File: config.mk
export PLATFORM = sky130hd
export DESIGN_NAME = rab_frame_node
export DESIGN_NICKNAME = d
export VERILOG_FILES = /design/src/rtl/rab_pkg.sv /design/src/rtl/rab_collect.sv /design/src/rtl/rab_decode.sv /design/src/rtl/rab_emit.sv /design/src/rtl/rab_frame_node.sv
export SDC_FILE = /design/constraint.sdc
export NUM_CORES = 1
export LEC_CHECK = 0
export BUFFER_PORTS_ARGS = -buffer_cell sky130_fd_sc_hd__buf_2
export CORE_ASPECT_RATIO = 1.1
export CORE_MARGIN = 8
export CORE_UTILIZATION = 55
export DETAILED_ROUTE_END_ITERATION = 12
export PLACE_DENSITY = 0.83
export SLEW_MARGIN = 20
export SYNTH_ARGS = -nofsm -noshare
export SYNTH_HDL_FRONTEND = slang
export SYNTH_HIERARCHICAL = 1
export SYNTH_SLANG_ARGS = --single-unit
File: constraint.sdc
create_clock -name clk -period 5.3 [get_ports clk]
set_input_delay 0.53 -clock clk [delete_from_list [all_inputs] [get_ports clk]]
set_output_delay 0.53 -clock clk [all_outputs]
set_load 0.03 [all_outputs]
File: src/rtl/rab_pkg.sv
`timescale 1ns/1ps
package rab_pkg;
  localparam int unsigned BYTE_W    = 8;
  localparam int unsigned WORD_W    = 32;
  localparam int unsigned DEV_W     = 4;
  localparam int unsigned FRAME_LEN = 10;
  localparam int unsigned HDR_POS   = 0;
  localparam int unsigned ADDR_POS  = 1;
  localparam int unsigned DATA_POS  = 5;
  localparam int unsigned FOOT_POS  = 9;
  localparam int unsigned WORD_BYTES = WORD_W / BYTE_W;

  // footer bit positions, fixed by the frame layout other nodes decode
  localparam int unsigned FB_BUS   = 0;
  localparam int unsigned FB_VER   = 1;
  localparam int unsigned FB_ALIGN = 2;
  localparam int unsigned FB_FRAME = 3;

  typedef enum logic [1:0] {
    SYM_DATA  = 2'd0,
    SYM_START = 2'd1,
    SYM_END   = 2'd2,
    SYM_NONE  = 2'd3
  } sym_e;

  typedef enum logic [1:0] {
    ST_RX  = 2'd0,
    ST_BUS = 2'd1,
    ST_TX  = 2'd2
  } node_st_e;
endpackage

File: src/rtl/rab_collect.sv
`timescale 1ns/1ps
module rab_collect
  import rab_pkg::*;
#(
  parameter int unsigned LEN = FRAME_LEN
) (
  input  logic                  clk,
  input  logic                  rst_n,
  input  logic                  take,
  input  logic [1:0]            kind,
  input  logic [BYTE_W-1:0]     data,
  output logic [LEN*BYTE_W-1:0] bytes_o,
  output logic                  end_hit,
  output logic                  len_ok
);
  localparam int unsigned CW = $clog2(LEN + 2);

  logic [BYTE_W-1:0] slot [LEN];
  logic [CW-1:0]     cnt;
  logic              open_q;

  always_ff @(posedge clk) begin
    if (!rst_n) begin
      open_q <= 1'b0;
      cnt    <= '0;
      for (int i = 0; i < int'(LEN); i++) slot[i] <= '0;
    end else if (take) begin
      unique case (sym_e'(kind))
        SYM_START: begin
          open_q <= 1'b1;
          cnt    <= '0;
          for (int i = 0; i < int'(LEN); i++) slot[i] <= '0;
        end
        SYM_DATA: begin
          if (open_q) begin
            if (cnt < CW'(LEN)) slot[cnt] <= data;
            if (cnt <= CW'(LEN)) cnt <= cnt + 1'b1;
          end
        end
        SYM_END:  open_q <= 1'b0;
        default:  ;
      endcase
    end
  end

  assign end_hit = take && (sym_e'(kind) == SYM_END) && open_q;
  assign len_ok  = (cnt == CW'(LEN));

  for (genvar g = 0; g < int'(LEN); g++) begin : g_flat
    assign bytes_o[g*BYTE_W +: BYTE_W] = slot[g];
  end
endmodule

File: src/rtl/rab_decode.sv
`timescale 1ns/1ps
module rab_decode
  import rab_pkg::*;
#(
  parameter int unsigned VERSION = 1
) (
  input  logic [BYTE_W-1:0] hdr,
  input  logic [WORD_W-1:0] addr,
  input  logic [DEV_W-1:0]  dev_idx,
  input  logic              len_ok,
  output logic              is_read,
  output logic              acc_go,
  output logic [3:0]        chk
);
  localparam logic [2:0] VER_CODE = 3'(VERSION);

  logic ver_bad, mis, match;

  always_comb begin
    ver_bad = (hdr[2:0] != VER_CODE);
    mis     = (addr[1:0] != 2'b00);
    match   = (hdr[7:4] == dev_idx);
    is_read = hdr[3];
    chk     = '0;
    if (!len_ok) begin
      chk[FB_FRAME] = 1'b1;
    end else begin
      chk[FB_VER]   = ver_bad;
      chk[FB_ALIGN] = mis;
    end
    acc_go = len_ok && !ver_bad && !mis && match;
  end
endmodule

File: src/rtl/rab_emit.sv
`timescale 1ns/1ps
module rab_emit
  import rab_pkg::*;
#(
  parameter int unsigned LEN = FRAME_LEN
) (
  input  logic                  clk,
  input  logic                  rst_n,
  input  logic                  en,
  input  logic [LEN*BYTE_W-1:0] resp,
  input  logic                  out_ready,
  output logic                  out_valid,
  output logic [BYTE_W-1:0]     out_data,
  output logic                  out_first,
  output logic                  out_last,
  output logic                  done
);
  localparam int unsigned IW = $clog2(LEN);

  logic [BYTE_W-1:0] lane [LEN];
  logic [IW-1:0]     idx;

  for (genvar g = 0; g < int'(LEN); g++) begin : g_lane
    assign lane[g] = resp[g*BYTE_W +: BYTE_W];
  end

  always_ff @(posedge clk) begin
    if (!rst_n) begin
      idx <= '0;
    end else if (en && out_ready) begin
      idx <= out_last ? '0 : idx + 1'b1;
    end
  end

  assign out_valid = en;
  assign out_data  = lane[idx];
  assign out_first = (idx == '0);
  assign out_last  = (idx == IW'(LEN - 1));
  assign done      = en && out_ready && out_last;
endmodule

File: src/rtl/rab_frame_node.sv
`timescale 1ns/1ps
module rab_frame_node
  import rab_pkg::*;
#(
  parameter int unsigned VERSION = 1
) (
  input  logic              clk,
  input  logic              rst_n,
  input  logic [DEV_W-1:0]  dev_idx,
  input  logic              in_valid,
  output logic              in_ready,
  input  logic [1:0]        in_kind,
  input  logic [BYTE_W-1:0] in_data,
  output logic              out_valid,
  input  logic              out_ready,
  output logic [BYTE_W-1:0] out_data,
  output logic              out_first,
  output logic              out_last,
  output logic              bus_req,
  output logic              bus_we,
  output logic [WORD_W-1:0] bus_addr,
  output logic [WORD_W-1:0] bus_wdata,
  input  logic              bus_ack,
  input  logic [WORD_W-1:0] bus_rdata,
  input  logic              bus_err
);
  localparam int unsigned FB_W = FRAME_LEN * BYTE_W;

  node_st_e          state;
  logic [FB_W-1:0]   rx_bytes, resp;
  logic              take, end_hit, len_ok, is_read, acc_go, emit_done;
  logic [3:0]        chk, chk_q;
  logic              berr_q, swap_q;
  logic [WORD_W-1:0] rdata_q;
  logic [BYTE_W-1:0] hdr, foot_in, foot_out;

  assign in_ready = (state == ST_RX);
  assign take     = in_valid && in_ready;

  rab_collect #(.LEN(FRAME_LEN)) u_collect (
    .clk(clk), .rst_n(rst_n), .take(take), .kind(in_kind), .data(in_data),
    .bytes_o(rx_bytes), .end_hit(end_hit), .len_ok(len_ok)
  );

  assign hdr       = rx_bytes[HDR_POS*BYTE_W +: BYTE_W];
  assign foot_in   = rx_bytes[FOOT_POS*BYTE_W +: BYTE_W];
  for (genvar b = 0; b < int'(WORD_BYTES); b++) begin : g_word
    localparam int unsigned HI = (WORD_BYTES - 1 - b) * BYTE_W;
    assign bus_addr[HI +: BYTE_W]  = rx_bytes[(ADDR_POS + b)*BYTE_W +: BYTE_W];
    assign bus_wdata[HI +: BYTE_W] = rx_bytes[(DATA_POS + b)*BYTE_W +: BYTE_W];
  end

  rab_decode #(.VERSION(VERSION)) u_decode (
    .hdr(hdr), .addr(bus_addr), .dev_idx(dev_idx), .len_ok(len_ok),
    .is_read(is_read), .acc_go(acc_go), .chk(chk)
  );

  assign bus_req = (state == ST_BUS);
  assign bus_we  = !is_read;

  always_ff @(posedge clk) begin
    if (!rst_n) begin
      state   <= ST_RX;
      chk_q   <= '0;
      berr_q  <= 1'b0;
      swap_q  <= 1'b0;
      rdata_q <= '0;
    end else begin
      unique case (state)
        ST_RX: if (end_hit) begin
          chk_q  <= chk;
          berr_q <= 1'b0;
          swap_q <= 1'b0;
          state  <= acc_go ? ST_BUS : ST_TX;
        end
        ST_BUS: if (bus_ack) begin
          rdata_q <= bus_rdata;
          berr_q  <= bus_err;
          swap_q  <= is_read;
          state   <= ST_TX;
        end
        ST_TX: if (emit_done) state <= ST_RX;
        default: state <= ST_RX;
      endcase
    end
  end

  assign foot_out = {foot_in[7:4] & 4'b0000,
                     foot_in[3:0] | chk_q | {3'b000, berr_q}};

  for (genvar k = 0; k < int'(FRAME_LEN); k++) begin : g_resp
    if (k == int'(FOOT_POS)) begin : g_foot
      assign resp[k*BYTE_W +: BYTE_W] = foot_out;
    end else if (k >= int'(DATA_POS) && k < int'(DATA_POS + WORD_BYTES)) begin : g_data
      localparam int unsigned HI = (DATA_POS + WORD_BYTES - 1 - k) * BYTE_W;
      assign resp[k*BYTE_W +: BYTE_W] =
        swap_q ? rdata_q[HI +: BYTE_W] : rx_bytes[k*BYTE_W +: BYTE_W];
    end else begin : g_echo
      assign resp[k*BYTE_W +: BYTE_W] = rx_bytes[k*BYTE_W +: BYTE_W];
    end
  end

  rab_emit #(.LEN(FRAME_LEN)) u_emit (
    .clk(clk), .rst_n(rst_n), .en(state == ST_TX), .resp(resp),
    .out_ready(out_ready), .out_valid(out_valid), .out_data(out_data),
    .out_first(out_first), .out_last(out_last), .done(emit_done)
  );
endmodule

# Word-level counts from Yosys, hierarchy flattened
# Memory sizes are Yosys's and may differ from the RTL's.
# Index checks and enable logic that the tools add are counted.
[word_totals]
ram_bits = 80
reg_bits = 48
n_memories = 1
input_bits = 52
latch_bits = 0
wordCells = 113
output_inout_bits = 78
romBits = 0
[mem_list]
columns = ["memory", "depth", "word_bits", "read_ports", "rd_ports_with_merged_regs", "write_ports", "line_no", "rtl"]
rows = [
  ["u_collect.slot", 10, 8, 10, 0, 10, "rab_collect.sv:18", "logic [BYTE_W-1:0] slot [LEN];"],
]
[classes]
n_div = 0
mux = 48
n_mul = 0
magnitude_cmp = 3
reduce_logical = 25
n_addsub = 2
shift = 0
n_eq_ne = 13
bitwise_logic = 13
[ops]
columns = ["cell", "count"]
rows = [
  ["$mux 8", 17],
  ["$bmux 8 s4", 1],
  ["$mux 1", 16],
  ["$mux 4", 4],
  ["$mux 2", 5],
  ["$or 1x1->1", 10],
  ["$add 4x1->4 const B", 2],
  ["$eq 4x4->1 const B", 2],
  ["$logic_and 1x1->1", 8],
  ["$ne 2x1->1 const B", 4],
  ["$pmux 4 s2", 1],
  ["$reduce_bool 2->1", 4],
  ["$reduce_or 8->1", 1],
  ["$pmux 1 s2", 3],
  ["$pmux 2 s3", 1],
  ["$reduce_and 2->1", 3],
  ["$reduce_and 3->1", 2],
  ["$ge 5x5->1 const B", 1],
  ["$not 4->5", 1],
  ["$eq 2x1->1 const B", 2],
  ["$eq 2x2->1 const B", 2],
  ["$eq 4x4->1", 1],
  ["$le 4x4->1 const B", 1],
  ["$logic_not 2->1", 2],
  ["8 further kinds", 10],
]

# Logic depth before layout (Yosys ltp)
[logic_depth]
ltp_word = 9
depth_mapped = 9
ltp_nobuf = 8

# By module
# The synthesis kept the hierarchy.
[modules_own_cells]
columns = ["mod", "seq_area_each_um2", "instances", "cells_each", "area_per_inst_um2"]
rows = [
  ["rab_collect", 2502.4, 1, 262, 3569.7],
  ["rab_frame_node", 800.8, 1, 223, 2006.9],
  ["rab_emit", 80.1, 1, 75, 817.0],
  ["rab_decode", 0.0, 1, 15, 96.3],
]

# Worst setup path after synthesis
# OpenSTA, ideal clock, no wires.
[synth_path]
kind = "flip-flop to flip-flop"
startpoint = "reg state[0]"
endpoint = "mem u_collect.slot[8][0] (enable)"
stages_incl_launch_ff = 9
setup_slack_ps = 2357
required_time_ps = 4916
arrival_ps = 2559
n_path_buf = 3
synth_period_minus_slack_ps = 2943
setup_ps = 384
cell_sequence = "dfxtp_1 > buf_6 > nor2_1 > and2_1 > buf_4 > nand2_4 > or4_4 > buf_6 > o21ai_0"
[synth_lines]
columns = ["item", "line_no", "rtl"]
rows = [
  ["from (decl)", "rab_frame_node.sv:29", "node_st_e state;"],
  ["from (signal assigned)", "rab_frame_node.sv:74", "state <= acc_go ? ST_BUS : ST_TX;"],
  ["to (decl)", "rab_collect.sv:18", ""],
]

==> metrics.txt <==
status=finished clean; gr usage total=about a quarter; Port Buffers=129; IO Count=130; Core Rows=41; final max-slew violation count=0; Post-CTS Setup Bufs=0; Net Sw Power=586 µW; CP Data Arrival Time=3.30 ns; Nets=737; Hold WS=0.345 ns; Tcrit/Tclk final=61.6%; initial antenna violation count=0; Initial DRC Count=495; Skew-Pair Late Insertion Delay=0.42 ns; TritonCTS buffer count=17; Max Cap Violations=0; fraction of layout cells with a size suffix above 1=33.4%; DR pass1 iterations=6; vias in the first global route=5059; Core Box Area=0.0113 mm²; vias per cell=around 6; most frequent cells in the layout=129 x buf_2, 98 x nand2_1, 76 x edfxtp_1; routed len/inst=21.6 µm; final setup violation count=0; via count=5007; post-DP HPWL=13300 µm; Longest Clk Path Bufs=2; sequential fraction of design power=43.5%; FILL cells=814; number of inserted diodes=0; CTS tree=done; Post-Syn Instances=567; Hold Violations, Final=0; slowest stage cell, crit path=o21ai_0; Comb power frac=under 10%; final wirelength=18200 µm; initial core utilization=between 50% and 60%; Tightest Pin Transition=1.07 ns; Mean Syn Cell Area=11.2 µm²; Internal=approximately 1900 µW; crit-path cells=nor2_1 -> and2_1 -> nand2_4 -> nor2_1 -> nand4_2 -> o21ai_0; remaining global-route overflow=0; Critical Path Start Type=flip-flop; synth warn=6; setup tns final=0 ns; WS Path Type=reg2reg; Mapped Area=approximately 0.0063 mm²; CTS root buf=clkbuf_16; RSZ-0062 raised after global routing=false; crit-path leading delay family=simple AND/OR/NAND/NOR gates; H-tree depth=4; largest net degree at the start of global routing=53; post-CTS sizing=0; Remaining DRCs=0; Worst Path Buf+Inv=0; most frequent CP cell=nor2_1; Switching Fraction=roughly a quarter; Peak VDD IR=217 µV; Max-slew headroom=~28%; PwrDens=331 mW/mm²; die area=~0.015 mm²; path type of the worst min-delay path=in2reg; Setup Skew=0.00896 ns; Leak=0.00310 µW; Die H=approximately 130 µm; Max Fclk=0.306 GHz; largest stage delay on the critical path=1.03 ns; crit path capture type=flip-flop; post-route ant nets=0; commonest non-fill, non-tap cell in the layout=buf_2; Critical Path RT=roughly 5.3 ns; Layout area overhead=19.3%; cts hold-fix bufs=0; clk sink count=125; Clock Power Share=between 40% and 50%; Max Fanout on Critical Path=18; fin crit period=3.27 ns; DIE WIDTH=about 120 µm; gpl congestion=0.899; Reg clk slew, reported paths=0.06 ns; first-pass GRT wire length=approximately 28000 µm
[path summary, 6_finish.rpt]
check                                  start                   end  slack (ns)  cells after the start
worst max-delay path                state[0]  u_collect/slot[4][7]        2.03                      6
worst min-delay path            bus_rdata[5]            rdata_q[5]        0.34                      3
worst max register to register      state[0]  u_collect/slot[4][7]        2.03                      6
worst min register to register    rdata_q[0]            rdata_q[0]        0.46                      2
[sequential cells by signal, summed over array words and instances (netlist names)]
register / flops
u_emit/idx: 4
u_collect/open_q: 1
state: 2
berr_q: 1
u_collect/slot: 76
chk_q: 4
rdata_q: 32
swap_q: 1
u_collect/cnt: 4
[power by group through the flow]
stage	clock network, µW	logic, µW	registers (µW)
2_1_floorplan	0	81.8	1140
6_report	1220	197	1090
3_3_place_gp	0	191	1100
3_5_place_dp	0	195	1110
4_1_cts	1220	196	1090
5_1_grt	1270	208	1090
[worst min-delay path, delay by kind of cell]
family | cells | cell delay [ns]
buf+inv | 1 | 0.09
compound gates | 1 | 0.05
simple gates | 1 | 0.05
[routing by layer]
layer,track usage [%],share of wire [%]
met4,10.3,2.9
met2,38.7,48
met5,0,0
met3,6.61,10
met1,29.4,39
[stage by stage]
step                std cells  util, %  instance area [µm²]  total power [µW]  worst slack, ns
CTS                       841     66.6                 7550              2510             1.78
global placement          809     61.1                 6930              1300             2.10
detailed placement        809     61.1                 6930              1300             1.97
finish                    841     66.6                 7560              2500             2.03
global route              841     66.6                 7560              2560             1.91
floorplan                 570        -                 6340              1220             2.36
[area by class of cell]
| type | count | area [µm²] | share of cell area [%] |
|---|---|---|---|
| multi-input cells | 390 | 2770 | 36.6 |
| clock buffers | 19 | 433 | 5.73 |
| inverters | 12 | 45.0 | 0.596 |
| repair buffers | 132 | 668 | 8.84 |
| well taps | 150 | 188 | 2.48 |
| clock inverters | 13 | 189 | 2.50 |
| flip-flops and latches | 125 | 3270 | 43.2 |
No activity file was read; power rests on OpenSTA's default activity.
